<file path="src/rtl/seg7_pkg.sv">
package seg7_pkg;
  localparam int CODE_W = 4;
  localparam int SEG_W = 7;
  localparam int LAST_DIGIT = 9;
  localparam logic [SEG_W-1:0] SEG_DARK = {SEG_W{1'b1}};
  localparam logic [SEG_W-1:0] SEG_LIT = {SEG_W{1'b0}};

  typedef struct packed {
    logic blankAll;
    logic lampOn;
  } segStrobe_t;
endpackage

</file>
<file path="src/rtl/seg7_ctrl.sv">
module seg7_ctrl
  import seg7_pkg::*;
(
  input  logic [CODE_W-1:0] digitCode,
  input  logic              lampCheckN,
  input  logic              zeroSuppressInN,
  input  logic              blankForceN,
  output segStrobe_t        strobe,
  output logic              zeroSuppressOutN
);
  logic codeIsZero;
  logic zeroHit;

  assign codeIsZero = (digitCode == '0);
  // Suppress only a zero behind suppressed digits, and never during lamp check
  assign zeroHit = codeIsZero && !zeroSuppressInN && lampCheckN;

  always_comb begin
    strobe.blankAll = !blankForceN || zeroHit;
    strobe.lampOn   = !lampCheckN && blankForceN;
  end

  // Wired-AND node: internal pull-down or external forced blank
  assign zeroSuppressOutN = blankForceN && !zeroHit;
endmodule

</file>
<file path="src/rtl/seg7_datapath.sv">
module seg7_datapath
  import seg7_pkg::*;
(
  input  logic [CODE_W-1:0] digitCode,
  input  segStrobe_t        strobe,
  output logic [SEG_W-1:0]  segN
);
  logic [SEG_W-1:0] glyphOn;
  logic [SEG_W-1:0] shownOn;

  // Active-high glyph; bit 0 = a .. bit 6 = g
  always_comb begin
    unique case (digitCode)
      4'd0:    glyphOn = 7'b0111111;
      4'd1:    glyphOn = 7'b0000110;
      4'd2:    glyphOn = 7'b1011011;
      4'd3:    glyphOn = 7'b1001111;
      4'd4:    glyphOn = 7'b1100110;
      4'd5:    glyphOn = 7'b1101101;
      4'd6:    glyphOn = 7'b1111101;
      4'd7:    glyphOn = 7'b0000111;
      4'd8:    glyphOn = 7'b1111111;
      4'd9:    glyphOn = 7'b1101111;
      default: glyphOn = '0;
    endcase
  end

  // Per-segment priority mux: blank, then lamp, then glyph
  for (genvar s = 0; s < SEG_W; s++) begin : g_seg
    always_comb begin
      if (strobe.blankAll)    shownOn[s] = 1'b0;
      else if (strobe.lampOn) shownOn[s] = 1'b1;
      else                    shownOn[s] = glyphOn[s];
    end
  end

  assign segN = ~shownOn;
endmodule

</file>
<file path="src/rtl/seg7_digit_decoder.sv">
module seg7_digit_decoder
  import seg7_pkg::*;
(
  input  logic [3:0] digitCode,
  input  logic       lampCheckN,
  input  logic       zeroSuppressInN,
  input  logic       blankForceN,
  output logic [6:0] segN,
  output logic       zeroSuppressOutN
);
  segStrobe_t strobe;

  seg7_ctrl u_ctrl (
    .digitCode        (digitCode),
    .lampCheckN       (lampCheckN),
    .zeroSuppressInN  (zeroSuppressInN),
    .blankForceN      (blankForceN),
    .strobe           (strobe),
    .zeroSuppressOutN (zeroSuppressOutN)
  );

  seg7_datapath u_dp (
    .digitCode (digitCode),
    .strobe    (strobe),
    .segN      (segN)
  );
endmodule

</file>
<file path="config.mk">
export PLATFORM = sky130hd
export DESIGN_NAME = seg7_digit_decoder
export DESIGN_NICKNAME = d
export VERILOG_FILES = /design/src/rtl/seg7_pkg.sv /design/src/rtl/seg7_ctrl.sv /design/src/rtl/seg7_datapath.sv /design/src/rtl/seg7_digit_decoder.sv
export SDC_FILE = /design/constraint.sdc
export NUM_CORES = 1
export LEC_CHECK = 0
export CORE_AREA = 2 2 39 41
export DETAILED_ROUTE_END_ITERATION = 10
export DIE_AREA = 0 0 41 43
export DONT_BUFFER_PORTS = 1
export GPL_TIMING_DRIVEN = 0
export PLACE_DENSITY = 0.37
export SYNTH_ARGS = -nofsm -noshare
export SYNTH_HDL_FRONTEND = slang
export SYNTH_SLANG_ARGS = --single-unit
</file>
<file path="constraint.sdc">
create_clock -name vclk -period 3.35
set_clock_uncertainty 0.2 [all_clocks]
set_input_delay 0.67 -clock vclk [all_inputs]
set_output_delay 0.67 -clock vclk [all_outputs]
set_load 0.01 [all_outputs]
</file>
; Yosys cells after proc, flatten, opt, wreduce, memory -nomap -nowiden
; Memory sizes are Yosys's and may differ from the RTL's.
; Cells that the tools add are included.
[totals]
ff_bits = 0
romBits = 112
inputBits = 7
output_inout_bits = 8
wordCells = 26
memories = 1
[op_classes]
muxes = 14
n_bitwise = 1
reduce_logical = 10
[mem_list]
columns = memory, words, width, read_ports, rd_ports_with_merged_regs, wr, line
row1 = (no name shown), 16, 7, 1, 0, 0, seg7_datapath.sv:13  ; unique case (digitCode)
[ops]
columns = cell, count
row1 = $mux 1, 14
row2 = $not 7->7, 1
row3 = $logic_and 1x1->1, 4
row4 = $logic_not 1->1, 4
row5 = $logic_not 4->1, 1
row6 = $logic_or 1x1->1, 1

; Logic depth before layout (Yosys ltp)
; Gate-level depths: netlist of the first run.
[depth]
word_depth = 6
ltp_mapped = 5
ltp_nobuf = 5

; Hierarchy
; A second synthesis of the first run with hierarchy kept.
[unflattened]
hier_cells = 36
hier_area_um2 = 274.0
[by_module_without_submodules]
columns = module, instances, cells_per_inst, area_each_um2, seq_area_each_um2
row1 = seg7_datapath, 1, 32, 241.5, 0.0
row2 = seg7_ctrl, 1, 4, 32.5, 0.0

; Least setup slack after synthesis of the first run
; OpenSTA, ideal clock, no wires.
[synth_timing]
path_type = input to output
start = input port digitCode[0]
end = output port segN[0]
arrival_time_ns = 1.434
required_ns = 2.480
path_slack_ns = 1.046
stages = 4
n_path_buf = 0
path_cell_list = inv_1 > ha_1 > a41oi_2 > o21ai_1
[synth_via]
elab_chain_cells = 6
word_cells_on_any_way = 8
cone_classes = 2 x mux / 1 x bitwise / 4 x reduce/logical / 1 x memory
[synth_lines]
columns = item, line
row1 = "start, declared", seg7_digit_decoder.sv:4  ; input logic [3:0] digitCode,
row2 = branches (longest 4 deep; another with $mem_v2 16x7), -
row3 = $mux 1 *, seg7_datapath.sv:31  ; if (strobe.blankAll) shownOn[s] = 1'b0;
row4 = $not 7->7 *, seg7_datapath.sv:37  ; assign segN = ~shownOn;
row5 = "end, declared", seg7_digit_decoder.sv:8  ; output logic [6:0] segN,
; Mark *: on every way between the ends.

; Worst setup path in the final report of the first run
[layout_timing]
start = input port digitCode[0]
end = output port segN[4]
; Same word-level chain as after synthesis.

==> results of run 1 <==
[layout make-up]
type | instances | area (um2) | share of cell area
tap | 16 | 20.02 | 0.06751
buffer | 2 | 15.01 | 0.05063
multi-input combinational | 30 | 239.0 | 0.8059
inverter | 6 | 22.52 | 0.07595
[stage by stage]
stage	utilization	hold slack [ps]	instance area [um2]	total power [mW]	setup WS [ps]
floorplan	-	1336	276.5	0.02839	1046
global placement	0.2143	1381	296.5	0.03370	867.7
detailed placement	0.2143	1387	296.5	0.03345	867.5
CTS	0.2143	1387	296.5	0.03356	868.3
global route	0.2143	1398	296.5	0.03690	828.9
finish	0.2143	1380	296.5	0.03302	897.9
[Yosys cell counts]
cell      instances
o21ai_1           7
ha_1              6
a21oi_1           5
inv_1             5
nand2b_1          3
buf_4             2
nor2b_1           2
a211oi_1          1
a41oi_2           1
inv_2             1
nand3b_1          1
nor2_1            1
nor3_1            1
o21ai_0           1
o32ai_4           1
[logic make-up (layout without fill, tap and decap cells)]
logic type	Yosys count	after routing	synth area share
compound gates	16	16	0.4208
simple gates	8	8	0.1719
fa+ha+maj	6	6	0.2715
buf+inv	8	8	0.1357
[power by group]
| part | leakage (nW) | switching, mW | internal (mW) |
|---|---|---|---|
| logic | 0.124 | 0.0210 | 0.0120 |
| clock network | 0 | 0 | 0 |
| registers | 0 | 0 | 0 |
[layer usage]
| layer | wire, um | global-route usage | part of all wire |
|---|---|---|---|
| met5 | 0 | 0 | 0 |
| met4 | 0 | 0 | 0 |
| met3 | 42 | 0 | 0.063 |
| met2 | 333 | 0.1250 | 0.50 |
| met1 | 293 | 0.1297 | 0.44 |
[worst max path at each step]
stage                 startpoint  endpoint  slack [ps]  depth (start not counted)
finish              digitCode[0]   segN[4]         900                          4
global route        digitCode[0]   segN[2]         830                          4
CTS                 digitCode[0]   segN[4]         870                          4
detailed placement  digitCode[0]   segN[4]         870                          4
global placement    digitCode[0]   segN[4]         870                          4
floorplan           digitCode[0]   segN[0]        1050                          4
==> key figures, run 1 <==
Run status
  – Status: finished, final reports clean

Floorplan
  – Die area: around 1800 um2
  – Core area: 1384 um2
  – Row count: 14
  – Number of placed I/O pins: 15
  – Die Ht: 43 um
  – Initial Util: 0.1998
  – Die X: 41 um

Placed design
  – Routability congestion estimate: 0.6061
  – # port buffers: 0
  – Placed cell count: 54
  – HPWL after DPL: roughly 500 um

Yosys
  – Syn Area/Cell: 7.277 um2
  – Seq/Total Area, Yosys: 0
  – Gate Count Post-Synth: 38
  – Synthesis Warnings: 0
  – Top cells by area, synth: ha_1, o21ai_1, o32ai_4
  – Share of the synthesized area in the top cell type: 0.2715
  – Synth Cell Area: 276.5 um2
  – Post-synth top area cell: ha_1
  – Syn Nets: 51
  – Yosys cell types: 15

Cells and area
  – Finished Layout Cells: 54
  – Commonest non-fill, non-tap cell in the layout: o21ai_1
  – Share of layout cells above drive strength 1: 0.1316
  – Antenna diode count: 0
  – Layout fillers: 164
  – FFs & Latches: 0
  – Area Overhead vs Synth: 7.240%
  – Final #Nets: 53
  – Flip-flop and latch area: 0 um2
  – Clock buffer cells: 0
  – Commonest non-fill, non-tap cells in the layout: o21ai_1, ha_1, inv_1, a21oi_1, nand2b_1

STA
  – Setup TNS: 0 ps
  – Achievable frequency: between 400 and 500 MHz
  – Hold Vio Cnt, Final: 0
  – Minimum clock period: 2452 ps
  – Number of setup violations in the final report: 0
  – Slew headroom: 0.7021
  – RSZ-0062 raised after global routing: no
  – Tcrit/Tclk final: 0.7320
  – Final Max Tran Viols: 0
  – Least-Margin Pin Slew: 446.9 ps

Setup path
  – WP data arrival: 1580 ps
  – Worst path slowest cell: a41oi_2
  – CP startpoint kind: input pin
  – CP Capture Type: output port
  – Top delay family on crit path: compound AO/OA/AOI/OAI gates
  – Worst path required time: ~2500 ps
  – Critical Path Fanout Max: 8
  – Critical-path cell list: inv_1, ha_1, a41oi_2, o21ai_1
  – Largest stage delay, worst path: 370 ps
  – WP buf/inv: 1
  – CP Class: in2out

Pwr
  – Power Density: about 110 nW/um2
  – Leakage: 0.1238 nW
  – Worst VDD drop: 0.00001916 V

Detailed routing
  – Vias per cell: ~4.3
  – 1st-iter DRT viols: 1
  – DRT Pass-1 Iters: 2
  – ANT nets after route: 0
  – Routed len/inst: around 12 um
  – Residual DRC: 0
  – Drt total wl: 668 um
  – Vias: 230

Worst hold path
  – Hold Path Cell Cnt: 2
  – Hold EP: zeroSuppressOutN
  – Hold_sp: blankForceN
  – Worst hold path type: in2out

Global routing
  – Global-route wire length before repair: 1083 um
  – Largest net degree at the start of global routing: 11
  – GRT overflow: 0
  – Vias in the first global route: 231
  – Initial antenna violation count: 0
  – Total GRT Usage: 0.08092

Clocking
  – CTS Hold Bufs: 0
  – Post-CTS setup buffers: 0
  – Post-CTS sizing: 0

Job
  – MaxCap Viol Count: 0
No activity file was read; power rests on OpenSTA's default activity.
==> run 2: changes to the inputs <==
- PLACE_DENSITY: 0.37 -> 0.38
- clock period: 3.35 -> 2.1 ns (I/O delays scaled with it)
==> key figures, run 2 (synthesis gave the netlist of run 1 again) <==
Detailed routing
  – Drt total wl: 597 um
  – Vias: about 250
  – Routed len/inst: between 10 and 15 um
  – 1st-iter DRT viols: 1
  – Residual DRC: 0
  – ANT nets after route: 0
  – DRT Pass-1 Iters: 3
  – Vias per cell: about 4.5

Global routing
  – Global-route wire length before repair: 931 um
  – Total GRT Usage: 0.07193
  – Met1 Use GR: 0.08544
  – Largest net degree at the start of global routing: 11
  – Vias in the first global route: about 210
  – Met2 usage: 0.1344
  – Busiest grt layer: met2
  – Initial antenna violation count: 0
  – Met3 Track Usage GR: 0.01047
  – GRT overflow: 0

STA
  – Tcrit/Tclk final: 0.9261
  – Minimum clock period: 1945 ps
  – Hold Vio Cnt, Final: 0
  – Slew headroom: 0.6983
  – Number of setup violations in the final report: 0
  – Achievable frequency: 514.2 MHz
  – Final Max Tran Viols: 0
  – Setup TNS: 0 ps
  – Least-Margin Pin Slew: 452.5 ps
  – RSZ-0062 raised after global routing: no
  – Fin Hold WS: 876.2 ps
  – Final worst-path setup slack: roughly 160 ps

Cells and area
  – FFs & Latches: 0
  – Fin area: 296.5 um2
  – Finished Layout Cells: between 50 and 60
  – Layout fillers: 176
  – Clock buffer cells: 0
  – Flip-flop and latch area: 0 um2
  – Final #Nets: 53
  – Commonest non-fill, non-tap cells in the layout: o21ai_1, ha_1, inv_1, a21oi_1, nand2b_1
  – Final Util: 0.2143
  – Area Overhead vs Synth: 7.240%
  – Antenna diode count: 0
  – Commonest non-fill, non-tap cell in the layout: o21ai_1
  – Share of layout cells above drive strength 1: 0.1316

Worst hold path
  – Worst hold path type: in2out

Placed design
  – HPWL after DPL: between 500 and 600 um
  – Pre-CTS setup slack: 134.4 ps
  – Routability congestion estimate: 0.6128
  – Placed instance area: 296.5 um2
  – # port buffers: 0
  – Placed cell count: 54

Floorplan
  – Die X: approximately 41 um
  – Die Ht: about 43 um
  – Core area: 1384 um2
  – Die area: 1763 um2
  – Number of placed I/O pins: 15
  – Row count: 14
  – Initial Util: 0.1998

Setup path
  – WP data arrival: 1320 ps
  – CP startpoint kind: input pin
  – Critical-path cell list: inv_1, ha_1, a41oi_2, o21ai_1
  – Worst path required time: 1480 ps
  – Worst path slowest cell: a41oi_2
  – CP Capture Type: output port
  – CP Class: in2out
  – Critical Path Fanout Max: 8
  – Largest stage delay, worst path: 380 ps

Pwr
  – Worst VDD drop: 0.00002353 V
  – Sw Share: 0.6300
  – P_sw: 32.66 uW
  – Int Pwr: ~19 uW
  – Power Density: about 170 nW/um2
  – Seq pwr share: 0
  – Leakage: 0.1238 nW
  – Clk network pwr share: 0
  – Combinational share of power: 1.000
  – Total Power: roughly 52 uW

Clocking
  – CTS Hold Bufs: 0
  – Post-CTS sizing: 0
  – Post-CTS setup buffers: 0

Job
  – MaxCap Viol Count: 0

Run status
  – Status: finished, final reports clean
-- run 2: final timing paths --
check	slack, ps	from	endpoint	cells after the start
max	160	digitCode[0]	segN[6]	4
min	880	blankForceN	zeroSuppressOutN	2
-- run 2: routing by layer --
| layer | up-vias | wire length (um) | part of all wire |
|---|---|---|---|
| li1 | 134 | - | - |
| met1 | 104 | 238 | 0.40 |
| met2 | 7 | 299 | 0.50 |
| met3 | 0 | 59 | 0.099 |
| met4 | 0 | 0 | 0 |
| met5 | - | 0 | 0 |
-- run 2: worst max-delay path, delay by kind of cell --
kind            cells  cell delay (ps)
compound gates      2              600
fa+ha+maj           1              250
buf+inv             1               60
-- run 2: power groups by stage --
stage,combinational [mW],clock (mW),sequential (mW)
2_1_floorplan,0.0453,0,0
3_3_place_gp,0.0534,0,0
3_5_place_dp,0.0531,0,0
4_1_cts,0.0532,0,0
5_1_grt,0.0588,0,0
6_report,0.0518,0,0
-- run 2: area by class of cell --
class | instances | area, um2 | area share
multi-input combinational | 30 | 239.0 | 0.8059
inverter | 6 | 22.52 | 0.07595
tap | 16 | 20.02 | 0.06751
buffer | 2 | 15.01 | 0.05063
==> run 3: changes to the inputs <==
- PLACE_DENSITY: 0.38 -> 0.37
- clock period: 2.1 -> 2.3 ns (I/O delays scaled with it)
==> results of run 3 <==
Same layout as run 1 (identical final DEF). Status: finished, final reports clean.
Main changes from that run: setup slack after placement 867.5 ps -> 237.5 ps; setup slack after layout 897.9 ps -> 267.9 ps; hold slack 1380 ps -> 960.1 ps; total power 0.03302 mW -> 0.04809 mW; worst IR drop on VDD 0.00001916 V -> 0.00002790 V
